File: src/rtl/dmc_pkg.sv
package dmc_pkg;
  parameter int ADDR_W     = 16;
  parameter int LINE_BYTES = 8;
  parameter int NUM_LINES  = 32;
  parameter int WORD_BYTES = 4;

  localparam int OFF_W  = $clog2(LINE_BYTES);
  localparam int IDX_W  = $clog2(NUM_LINES);
  localparam int TAG_W  = ADDR_W - OFF_W - IDX_W;
  localparam int WORDS  = LINE_BYTES / WORD_BYTES;
  localparam int WSEL_W = $clog2(WORDS);
  localparam int LANE_W = $clog2(WORD_BYTES);
  localparam int WORD_W = 8 * WORD_BYTES;
  localparam int SLOTS  = NUM_LINES * WORDS;

  typedef enum logic [2:0] {
    ST_IDLE,
    ST_CMP,
    ST_WT,
    ST_EVICT,
    ST_FILL
  } dmc_state_e;

  function automatic logic [TAG_W-1:0] f_tag(input logic [ADDR_W-1:0] a);
    return a[ADDR_W-1 -: TAG_W];
  endfunction

  function automatic logic [IDX_W-1:0] f_idx(input logic [ADDR_W-1:0] a);
    return a[OFF_W +: IDX_W];
  endfunction

  function automatic logic [WSEL_W-1:0] f_wsel(input logic [ADDR_W-1:0] a);
    return a[LANE_W +: WSEL_W];
  endfunction

  function automatic logic [LANE_W-1:0] f_lane(input logic [ADDR_W-1:0] a);
    return a[LANE_W-1:0];
  endfunction

  function automatic logic [ADDR_W-1:0] f_word_addr(input logic [TAG_W-1:0] t,
                                                    input logic [IDX_W-1:0] i,
                                                    input logic [WSEL_W-1:0] w);
    return {t, i, w, {LANE_W{1'b0}}};
  endfunction

  function automatic logic [WORD_BYTES-1:0] f_lane_be(input logic [LANE_W-1:0] l);
    return WORD_BYTES'(1) << l;
  endfunction
endpackage

File: src/rtl/dmc_tags.sv
module dmc_tags
  import dmc_pkg::*;
#(
  parameter bit WRITE_BACK = 1'b1
) (
  input  logic             clk,
  input  logic             rst_n,
  input  logic [IDX_W-1:0] lk_idx,
  output logic             lk_valid,
  output logic             lk_dirty,
  output logic [TAG_W-1:0] lk_tag,
  input  logic             fill_en,
  input  logic [TAG_W-1:0] fill_tag,
  input  logic             dirty_en
);
  logic [NUM_LINES-1:0] valid_q;
  logic [NUM_LINES-1:0] dirty_q;
  logic [TAG_W-1:0]     tag_q [NUM_LINES];

  always_ff @(posedge clk or negedge rst_n) begin
    if (!rst_n) valid_q <= '0;
    else if (fill_en) valid_q[lk_idx] <= 1'b1;
  end

  always_ff @(posedge clk) begin
    if (fill_en) tag_q[lk_idx] <= fill_tag;
  end

  generate
    if (WRITE_BACK) begin : g_dirty
      always_ff @(posedge clk or negedge rst_n) begin
        if (!rst_n)        dirty_q <= '0;
        else if (fill_en)  dirty_q[lk_idx] <= 1'b0;
        else if (dirty_en) dirty_q[lk_idx] <= 1'b1;
      end
    end else begin : g_clean
      assign dirty_q = '0;
    end
  endgenerate

  assign lk_valid = valid_q[lk_idx];
  assign lk_dirty = dirty_q[lk_idx];
  assign lk_tag   = tag_q[lk_idx];

  // a completed refill leaves the line valid, clean and tagged
  a_r4_fill_sets_line: assert property (@(posedge clk) disable iff (!rst_n)
    fill_en |=> lk_valid && !lk_dirty && (lk_tag == $past(fill_tag)));

  // write-through lines are never marked modified
  a_r5_wt_never_dirty: assert property (@(posedge clk) disable iff (!rst_n)
    !WRITE_BACK |-> !lk_dirty);
endmodule

File: src/rtl/dmc_data.sv
module dmc_data
  import dmc_pkg::*;
(
  input  logic              clk,
  input  logic              rst_n,
  input  logic [IDX_W-1:0]  idx,
  input  logic [OFF_W-1:0]  rd_off,
  output logic [7:0]        rd_byte,
  input  logic [WSEL_W-1:0] ev_wsel,
  output logic [WORD_W-1:0] ev_word,
  input  logic              fill_en,
  input  logic [WSEL_W-1:0] fill_wsel,
  input  logic [WORD_W-1:0] fill_word,
  input  logic              byte_en,
  input  logic [OFF_W-1:0]  byte_off,
  input  logic [7:0]        byte_val
);
  logic [WORD_W-1:0] slot_q [SLOTS];
  logic [WORD_W-1:0] rd_word;
  logic [LANE_W-1:0] rd_lane;
  logic [LANE_W-1:0] wr_lane;

  assign rd_lane = rd_off[LANE_W-1:0];
  assign wr_lane = byte_off[LANE_W-1:0];

  always_ff @(posedge clk) begin
    if (fill_en) slot_q[{idx, fill_wsel}] <= fill_word;
    if (byte_en) slot_q[{idx, byte_off[OFF_W-1:LANE_W]}][{wr_lane, 3'b000} +: 8] <= byte_val;
  end

  assign rd_word = slot_q[{idx, rd_off[OFF_W-1:LANE_W]}];
  assign rd_byte = rd_word[{rd_lane, 3'b000} +: 8];
  assign ev_word = slot_q[{idx, ev_wsel}];

  // refill and byte merge never target the array in the same cycle
  a_r8_single_writer: assert property (@(posedge clk) disable iff (!rst_n)
    !(fill_en && byte_en));
endmodule

File: src/rtl/dmc_ctrl.sv
module dmc_ctrl
  import dmc_pkg::*;
#(
  parameter bit WRITE_BACK = 1'b1
) (
  input  logic              clk,
  input  logic              rst_n,
  input  logic              cpu_req,
  input  logic              cpu_we,
  input  logic [ADDR_W-1:0] cpu_addr,
  input  logic [7:0]        cpu_wdata,
  output logic              cpu_ready,
  output logic [ADDR_W-1:0] req_addr,
  output logic [7:0]        req_wdata,
  input  logic              lk_valid,
  input  logic              lk_dirty,
  input  logic [TAG_W-1:0]  lk_tag,
  output logic              tag_fill,
  output logic              dirty_set,
  output logic              data_fill,
  output logic              byte_merge,
  output logic [WSEL_W-1:0] beat_sel,
  input  logic [WORD_W-1:0] ev_word,
  output logic              mem_req,
  output logic              mem_we,
  output logic [ADDR_W-1:0] mem_addr,
  output logic [WORD_W-1:0] mem_wdata,
  output logic [WORD_BYTES-1:0] mem_be,
  input  logic              mem_valid
);
  dmc_state_e        st_q;
  logic [ADDR_W-1:0] addr_q;
  logic              we_q;
  logic [7:0]        wd_q;
  logic [WSEL_W-1:0] cnt_q;

  logic cmp_w, hit_w, evict_need_w, last_beat_w, fill_beat_w, evict_beat_w;

  assign cmp_w        = (st_q == ST_CMP);
  assign hit_w        = lk_valid && (lk_tag == f_tag(addr_q));
  assign evict_need_w = WRITE_BACK && lk_valid && lk_dirty;
  assign last_beat_w  = (cnt_q == WSEL_W'(WORDS - 1));
  assign fill_beat_w  = (st_q == ST_FILL) && mem_valid;
  assign evict_beat_w = (st_q == ST_EVICT) && mem_valid;

  assign req_addr   = addr_q;
  assign req_wdata  = wd_q;
  assign beat_sel   = cnt_q;
  assign data_fill  = fill_beat_w;
  assign tag_fill   = fill_beat_w && last_beat_w;
  assign byte_merge = cmp_w && hit_w && we_q;
  assign dirty_set  = byte_merge && WRITE_BACK;

  assign cpu_ready = (cmp_w && hit_w && !(we_q && !WRITE_BACK)) ||
                     ((st_q == ST_WT) && mem_valid);

  always_comb begin
    mem_req   = 1'b0;
    mem_we    = 1'b0;
    mem_addr  = '0;
    mem_wdata = '0;
    mem_be    = '0;
    case (st_q)
      ST_FILL: begin
        mem_req  = 1'b1;
        mem_addr = f_word_addr(f_tag(addr_q), f_idx(addr_q), '0);
      end
      ST_EVICT: begin
        mem_req   = 1'b1;
        mem_we    = 1'b1;
        mem_addr  = f_word_addr(lk_tag, f_idx(addr_q), cnt_q);
        mem_wdata = ev_word;
        mem_be    = '1;
      end
      ST_WT: begin
        mem_req   = 1'b1;
        mem_we    = 1'b1;
        mem_addr  = f_word_addr(f_tag(addr_q), f_idx(addr_q), f_wsel(addr_q));
        mem_wdata = {WORD_BYTES{wd_q}};
        mem_be    = f_lane_be(f_lane(addr_q));
      end
      default: ;
    endcase
  end

  always_ff @(posedge clk or negedge rst_n) begin
    if (!rst_n) begin
      st_q   <= ST_IDLE;
      addr_q <= '0;
      we_q   <= 1'b0;
      wd_q   <= '0;
      cnt_q  <= '0;
    end else begin
      case (st_q)
        ST_IDLE: if (cpu_req) begin
          addr_q <= cpu_addr;
          we_q   <= cpu_we;
          wd_q   <= cpu_wdata;
          cnt_q  <= '0;
          st_q   <= ST_CMP;
        end
        ST_CMP: begin
          cnt_q <= '0;
          if (hit_w)             st_q <= (we_q && !WRITE_BACK) ? ST_WT : ST_IDLE;
          else if (evict_need_w) st_q <= ST_EVICT;
          else                   st_q <= ST_FILL;
        end
        ST_WT: if (mem_valid) st_q <= ST_IDLE;
        ST_EVICT: if (evict_beat_w) begin
          cnt_q <= last_beat_w ? '0 : cnt_q + WSEL_W'(1);
          if (last_beat_w) st_q <= ST_FILL;
        end
        ST_FILL: if (fill_beat_w) begin
          cnt_q <= last_beat_w ? '0 : cnt_q + WSEL_W'(1);
          if (last_beat_w) st_q <= ST_CMP;
        end
        default: st_q <= ST_IDLE;
      endcase
    end
  end

  // a read is only answered from a matching valid line
  a_r3_read_needs_hit: assert property (@(posedge clk) disable iff (!rst_n)
    (cpu_ready && !we_q) |-> (cmp_w && hit_w));

  // once the last beat is stored, the replayed lookup hits
  a_r4_replay_hits: assert property (@(posedge clk) disable iff (!rst_n)
    tag_fill |=> (cmp_w && hit_w));

  // write-back traffic only for a valid modified victim
  a_r7_evict_dirty_only: assert property (@(posedge clk) disable iff (!rst_n)
    (st_q == ST_EVICT) |-> (lk_valid && lk_dirty));

  // completion is a single-cycle pulse
  a_r10_ready_pulse: assert property (@(posedge clk) disable iff (!rst_n)
    cpu_ready |=> !cpu_ready);

  // address held while a transfer waits for memory
  a_r4_addr_held: assert property (@(posedge clk) disable iff (!rst_n)
    (mem_req && !mem_valid) |=> (!mem_req || $stable(mem_addr)));
endmodule

File: src/rtl/dmc_cache.sv
module dmc_cache
  import dmc_pkg::*;
#(
  parameter bit WRITE_BACK = 1'b1
) (
  input  logic        clk,
  input  logic        rst_n,
  input  logic        cpu_req,
  input  logic        cpu_we,
  input  logic [15:0] cpu_addr,
  input  logic [7:0]  cpu_wdata,
  output logic        cpu_ready,
  output logic [7:0]  cpu_rdata,
  output logic        mem_req,
  output logic        mem_we,
  output logic [15:0] mem_addr,
  output logic [31:0] mem_wdata,
  output logic [3:0]  mem_be,
  input  logic        mem_valid,
  input  logic [31:0] mem_rdata
);
  logic [ADDR_W-1:0] req_addr;
  logic [7:0]        req_wdata;
  logic              lk_valid, lk_dirty;
  logic [TAG_W-1:0]  lk_tag;
  logic              tag_fill, dirty_set, data_fill, byte_merge;
  logic [WSEL_W-1:0] beat_sel;
  logic [WORD_W-1:0] ev_word;

  dmc_ctrl #(.WRITE_BACK(WRITE_BACK)) u_ctrl (
    .clk       (clk),
    .rst_n     (rst_n),
    .cpu_req   (cpu_req),
    .cpu_we    (cpu_we),
    .cpu_addr  (cpu_addr),
    .cpu_wdata (cpu_wdata),
    .cpu_ready (cpu_ready),
    .req_addr  (req_addr),
    .req_wdata (req_wdata),
    .lk_valid  (lk_valid),
    .lk_dirty  (lk_dirty),
    .lk_tag    (lk_tag),
    .tag_fill  (tag_fill),
    .dirty_set (dirty_set),
    .data_fill (data_fill),
    .byte_merge(byte_merge),
    .beat_sel  (beat_sel),
    .ev_word   (ev_word),
    .mem_req   (mem_req),
    .mem_we    (mem_we),
    .mem_addr  (mem_addr),
    .mem_wdata (mem_wdata),
    .mem_be    (mem_be),
    .mem_valid (mem_valid)
  );

  dmc_tags #(.WRITE_BACK(WRITE_BACK)) u_tags (
    .clk      (clk),
    .rst_n    (rst_n),
    .lk_idx   (f_idx(req_addr)),
    .lk_valid (lk_valid),
    .lk_dirty (lk_dirty),
    .lk_tag   (lk_tag),
    .fill_en  (tag_fill),
    .fill_tag (f_tag(req_addr)),
    .dirty_en (dirty_set)
  );

  dmc_data u_data (
    .clk       (clk),
    .rst_n     (rst_n),
    .idx       (f_idx(req_addr)),
    .rd_off    (req_addr[OFF_W-1:0]),
    .rd_byte   (cpu_rdata),
    .ev_wsel   (beat_sel),
    .ev_word   (ev_word),
    .fill_en   (data_fill),
    .fill_wsel (beat_sel),
    .fill_word (mem_rdata),
    .byte_en   (byte_merge),
    .byte_off  (req_addr[OFF_W-1:0]),
    .byte_val  (req_wdata)
  );
endmodule

File: config.mk
export PLATFORM = sky130hd
export DESIGN_NAME = dmc_cache
export DESIGN_NICKNAME = d
export VERILOG_FILES = /design/src/rtl/dmc_pkg.sv /design/src/rtl/dmc_tags.sv /design/src/rtl/dmc_data.sv /design/src/rtl/dmc_ctrl.sv /design/src/rtl/dmc_cache.sv
export SDC_FILE = /design/constraint.sdc
export NUM_CORES = 2
export LEC_CHECK = 0
export ABC_AREA = 0
export BUFFER_PORTS_ARGS = -buffer_cell sky130_fd_sc_hd__buf_2
export CORE_MARGIN = 3
export CORE_UTILIZATION = 45
export CTS_CLUSTER_DIAMETER = 150
export DETAILED_ROUTE_END_ITERATION = 10
export GPL_ROUTABILITY_DRIVEN = 0
export MAX_ROUTING_LAYER = met4
export PLACE_DENSITY_LB_ADDON = 0.08
export SYNTH_ARGS = -nofsm -noshare
export SYNTH_HDL_FRONTEND = slang
export SYNTH_SLANG_ARGS = --single-unit
File: constraint.sdc
create_clock -name clk -period 7.05 [get_ports clk]
set_input_delay 0.705 -clock clk [delete_from_list [all_inputs] [get_ports clk]]
set_output_delay 0.705 -clock clk [all_outputs]
set_load 0.01 [all_outputs]
Word level (Yosys, flattened, before mapping)

Memories as Yosys holds them, arrays and structs flattened.
Cells that the tools add are included.

Add/subtract/negate cells: 2
Magnitude comparators: 2
Eq/ne operators: 11
Shifts and indexed selects: 4
Muxes and demuxes: 36
Bitwise logic cells: 4
Reductions and logical operators: 19

Operators with widths:

| cell                     | number |
|---|---|
| $mux W32                 | 5 |
| $or A32 B32 Y32          | 2 |
| $pmux W32 S2             | 1 |
| $pmux W16 S3             | 1 |
| $and A32 B32 Y32         | 1 |
| $not A32 Y32             | 1 |
| $reduce_or A32 Y1        | 1 |
| $shift A8 B7 Y32 const A | 1 |
| $shiftx A32 B6 Y8        | 1 |
| $shiftx A8 B7 Y32        | 1 |
| $mux W3                  | 8 |
| $pmux W3 S5              | 1 |
| $mux W1                  | 14 |
| $bmux W1 S5              | 2 |
| $logic_and A1 B1 Y1      | 9 |
| $eq A8 B8 Y1             | 1 |
| $ne A2 B1 Y1 const B     | 4 |
| $pmux W4 S2              | 1 |
| $neg A5 Y7               | 1 |
| $eq A3 B2 Y1 const B     | 2 |
| $lt A5 B6 Y1 const B     | 1 |
| $mux W6                  | 1 |
| $reduce_and A6 Y1        | 1 |
| $demux W1 S5             | 1 |
| 15 further kinds         | 16 |

Register bits: 93
Memory bits (writable): 2,304
Memories: 2

Memory list:

| name          | depth | bits a word | rd ports | clocked after memory_dff | wr ports | RTL line       | RTL |
|---|---|---|---|---|---|---|---|
| u_data.slot_q | 64    | 32          | 2        | 0                        | 1        | dmc_data.sv:18 | `logic [WORD_W-1:0] slot_q [SLOTS];` |
| u_tags.tag_q  | 32    | 8           | 1        | 0                        | 1        | dmc_tags.sv:18 | `logic [TAG_W-1:0] tag_q [NUM_LINES];` |

Depth between registers and ports, before layout

Depth after elaboration: 9
Depth in mapped cells: 15
Mapped depth without buffers: 8

Cells and area by module

From an unflattened synthesis, not the netlist that was laid out.

Cells, all modules: 11,144
Area total of the unflattened synthesis: 131,931.5 um^2

By module, submodules not included:

| module   | instances | cells an instance | area an instance (um^2) |
|---|---|---|---|
| dmc_data | 1         | 10,117            | 117,241.2 |
| dmc_tags | 1         | 805               | 12,768.5 |
| dmc_ctrl | 1         | 222               | 1,921.8 |

Worst setup path after synthesis

No wires, ideal clock.

Kind: register to register
Start point: register u_ctrl.addr_q[3], in the netlist u_ctrl.req_addr[3]
End point: memory u_data.slot_q[0][24] (netlist name) (data pin)
Setup time: 563 ps
Arrival: 5,223 ps
Slack: 1,264 ps
Stages on the path, launching flop included: 14
Clock period less this slack: 5,786 ps
Path through: dfrtp_1 buf_2 buf_2 buf_2 buf_2 mux2i_1 o22ai_1 nor4_1 a21o_1 o2111ai_1 or4_4 nor3_4 buf_4 mux2i_1

Cells in the longest elaborated chain, start to end: 9
Elaborated cells between the ends (all ways): 11

Ends and longest elaborated chain:

| element                                       | RTL line                       | RTL |
|---|---|---|
| start, declared                               | dmc_ctrl.sv:32                 | `logic [ADDR_W-1:0] addr_q;` |
| start signal, assigned                        | dmc_ctrl.sv:96                 | `addr_q <= cpu_addr;` |
| $mem_v2 Z32 W8 or $bmux W1 S5 (tied branches) | -                              |  |
| $eq A8 B8 Y1 or $mux W1 (tied branches)       | dmc_ctrl.sv:40, dmc_tags.sv:41 |  |
| $logic_and A1 B1 Y1 *                         | dmc_ctrl.sv:40                 | `assign hit_w = lk_valid && (lk_tag == f_tag(addr_q));` |
| $logic_and A1 B1 Y1 * (2 in series)           | dmc_ctrl.sv:51                 | `assign byte_merge = cmp_w && hit_w && we_q;` |
| $mux W1 *                                     | dmc_data.sv:28                 | `if (byte_en) slot_q[{idx, byte_off[OFF_W-1:LANE_W]}][{wr_lane, 3'b000} +: 8] <= byte_val;` |
| $mux W32 (implied by the code) *              | dmc_data.sv:28                 |  |
| $reduce_or A32 Y1 (no source line) *          | -                              |  |
| $mux W32 (no source line) *                   | -                              |  |
| end, declared                                 | dmc_data.sv:18                 |  |

Mark *: on every way between the ends. The rest lies on a longest branch, timed or not. The select of a mux whose other input is x is not followed.

Worst setup path after layout

Start point: register u_ctrl.addr_q[4], in the netlist u_ctrl.req_addr[4]
End point: output cpu_rdata[6]

Cells in the longest elaborated chain, start to end: 2

Ends and longest elaborated chain:

| element           | RTL line        | RTL |
|---|---|---|
| $mem_v2 Z64 W32   | -               |  |
| $shiftx A32 B6 Y8 | dmc_data.sv:32  | `assign rd_byte = rd_word[{rd_lane, 3'b000} +: 8];` |
| end, declared     | dmc_cache.sv:13 | `output logic [7:0] cpu_rdata,` |

Every way passes these cells.

==> summary.md <==
| Metric | Value |
|---|---|
| Clock Sinks | `2,397` |
| Number of global-route vias before repair | `63,500` |
| Placed cells | `9,207` |
| Die Y | `505 um` |
| Endpoints failing setup | `0` |
| Die ar. | `255,000 sq um` |
| Non-Filler Instances | `9,708` |
| Leakage dissipation | `0.0408 uW` |
| Drt pass-1 iters | `6` |
| CTS max path bufs | `4` |
| Status | `finished clean` |
| Worst-Margin Slew | `1.25 ns` |
| Largest net degree at the start of global routing | `133` |
| Post-synth EDFFs | `2,304` |
| Worst vdd ir | `about 250 uV` |
| Post-synth cell types | `63` |
| RSZ-0062 raised after global routing | `no` |
| WP data required | `6.34 ns` |
| Chip Width | `just over 500 um` |
| Total gr overflow | `0` |
| Post-Route Setup TNS | `0 ns` |
| Cts bufs inserted | `280` |
| Largest cells by area after synthesis | `edfxtp_1 62%, mux4_2 21%, mux2i_1 5.5%` |
| Clock-pin transition on the worst setup and hold timing paths | `0.06 ns` |
| Final hold violations | `0` |
| Max_cap viols | `0` |
| Max frequency | `147 MHz` |
| Arrival @ worst endpoint | `6.10 ns` |
| Slew headroom | `between 10% and 20%` |
| Top_reg_cell synth | `edfxtp_1` |
| Max-slew violations | `0` |
| FF+latch count, synth | `2,397` |
| GRT Overall Usage | `between 20 and 30%` |
| Syn Inst Count | `5,841` |
| TritonCTS clock tree | `yes` |
| Ratio of cells with drive above 1 in the final layout | `37.4%` |
| First-pass GRT wire length | `506,000 um` |
| Ports | `124` |
| Tcrit/Tclk final | `96.5%` |
| DRT Wirelength | `between 300,000 and 400,000 um` |
| Detailed Place HPWL | `239,000 um` |
| Number of post-CTS setup repair buffers | `0` |
| DR vias/cell | `around 6.6` |
| Synthesized cell area | `112,000 sq um` |
| PortBufs | `121` |
| Core box area | `247,000 sq um` |
| Initial core utilization | `45.4%` |
| Synth area leader | `edfxtp_1` |
| Core Util, Final | `52.0%` |
| WL/cell | `approximately 37 um` |
| PD cells | `397 nW/um^2` |
| Synth top area share | `61.8%` |
| Cell Rows | `182` |
| Worst Skew | `0.0441 ns` |
| Hold WC Path Type | `in2reg` |
| Post-layout min period | `6.80 ns` |
| Maximum net fanout on the critical path | `73` |
| Sequential share of the synthesized area | `63.9%` |
| Iteration-0 DRC Markers | `7,476` |
| Kind of critical path | `reg2out` |
| Crit path launch type | `flip-flop` |
| Root buf cell | `clkbuf_16` |
| DR vias | `63,800` |
| Htree depth | `5` |
| Mapped Avg Cell Area | `19.2 sq um` |
| Post-DRT Antenna Nets | `0` |
| Nets@finish | `6,257` |
| Register-to-register setup slack | `0.79 ns` |
| Synthesis Warnings | `0` |
| CP endpoint kind | `primary output` |
| Residual DRC | `0` |
| P&R area growth vs syn | `14.7%` |
| Fraction of registers with async set/reset | `3.88%` |
| Initial antenna violation count | `21` |
| Clk Latency, worst-skew pair | `0.93 ns` |
synth_stat cells, drive strengths merged (8+ instances only):
cell,n
mux2,78
inv,39
o31ai,10
nor3,47
buf,177
a211oi,128
o21ai,69
nor4,169
a22o,10
mux2i,617
a21oi,133
edfxtp,2304
nor2,129
clkbuf,320
or2,33
o221ai,14
nor2b,10
mux4,1040
o22ai,235
nand2,95
o22a,8
dfrtp,93
cell type report:
type | count | area [sq um]
diodes | 9 | 22.5
clock buffers | 357 | 7520
clock inverters | 120 | 1050
fillers | 19500 | 118000
inverters | 40 | 150
multi-input cells | 2908 | 39400
flip-flops and latches | 2397 | 71500
well taps | 3312 | 4140
repair buffers | 565 | 4520
layout by cell type, fill, tap and decap left out, types with 6 or more instances in the layout:
cell type      netlist  layout
a211oi_2           120     120
mux2_2              78      78
clkinv_1             1      45
inv_1               39      39
o21ai_2              0       7
mux2i_4              0      32
o22a_1               8       8
o221ai_1            14      14
dfrtp_1             93      87
dlygate4sd3_1        0      15
buf_2              109     120
bufinv_16            0      17
or2_2               33      32
clkbuf_16            0     289
clkinvlp_4           0       6
clkbuf_1           320      65
a211oi_1             8       8
nor4_2               1     129
clkinv_2             0      41
nor2b_1             10       9
buf_4                8     387
o31ai_1              9       9
buf_12               0      43
a22o_1              10      10
o22ai_1            235     235
nand2_1             95      92
a21oi_1            133     133
nor2_1             129     127
o21ai_0             69      61
diode_2              0       9
edfxtp_1          2304    2304
nor4_1             167      38
nor3_1              46      45
mux2i_1            617     585
mux4_2            1040    1040
critical path: stages (launching register included):
cell and delay, ns:
dfrtp_4 0.77, buf_4 0.47, buf_4 0.83, mux4_2 0.43
mux2_2 0.34, a21oi_1 0.48, o221ai_1 0.23, nor4_1 0.60
a21oi_1 0.36, nand2_1 0.18, o31ai_1 0.18, buf_2 0.24
power breakdown:
part | switching, uW | leakage (uW) | internal (uW) | total (uW)
registers | 653 | 0.0218 | 16100 | 16700
logic | 12100 | 0.0148 | 8240 | 20300
clock network | 5700 | 0.00419 | 8130 | 13800
cells by family after synthesis:
family                     share of synthesized area, %
adders and majority gates                        0.0447
AOI/OAI and AO/OA                                  4.14
muxes                                              27.2
DFF                                                63.9
buffers and inverters                              2.12
other                                           0.00335
and+or+nand+nor                                    2.53
routing by layer:
metal	routed length (um)	up-vias	GRT usage, %
met5	0	-	-
met4	16700	0	11.2
met3	27500	622	5.20
met2	169000	2899	43.7
met1	148000	34500	39.5
li1	-	25800	-
metrics by stage:
step,hold slack (ns),cell area [sq um],setup WS [ns],total power [uW]
floorplan,0.409,112000,1.26,29700
global placement,0.446,120000,0.885,37200
detailed placement,0.451,120000,0.929,37300
CTS,0.000986,128000,0.237,51100
global route,0.0232,128000,0.0702,52600
finish,0.0522,128000,0.246,50900
final timing paths:
check	start	to	depth (start not counted)
max	u_ctrl.req_addr[4]	cpu_rdata[6]	11
min	cpu_addr[14]	u_ctrl.req_addr[14]	2
max reg2reg	u_ctrl.req_addr[6]	u_data.slot_q[9][7]	11
min reg2reg	u_tags.valid_q[22]	u_tags.valid_q[22]	1
max in group asynchronous	rst_n	u_ctrl.req_addr[2]	3
min in group asynchronous	rst_n	u_tags.valid_q[6]	2
timing repair:
item                                   4_1_cts  5_1_grt
endpoints found under the hold margin       62        0
setup endpoints to repair                    1        0
gates resized for setup                      1        0
hold buffers                                15        0
state kept, by name, summed over array words and instances (netlist names), named ones only:
name and cells:
u_data.slot_q 2048, u_tags.tag_q 256, u_tags.valid_q 32, u_ctrl.req_addr 16, u_ctrl.req_wdata 8, u_ctrl.st_q 3, u_ctrl.beat_sel 1, u_ctrl.we_q 1
(Power assumes the default switching activity.)
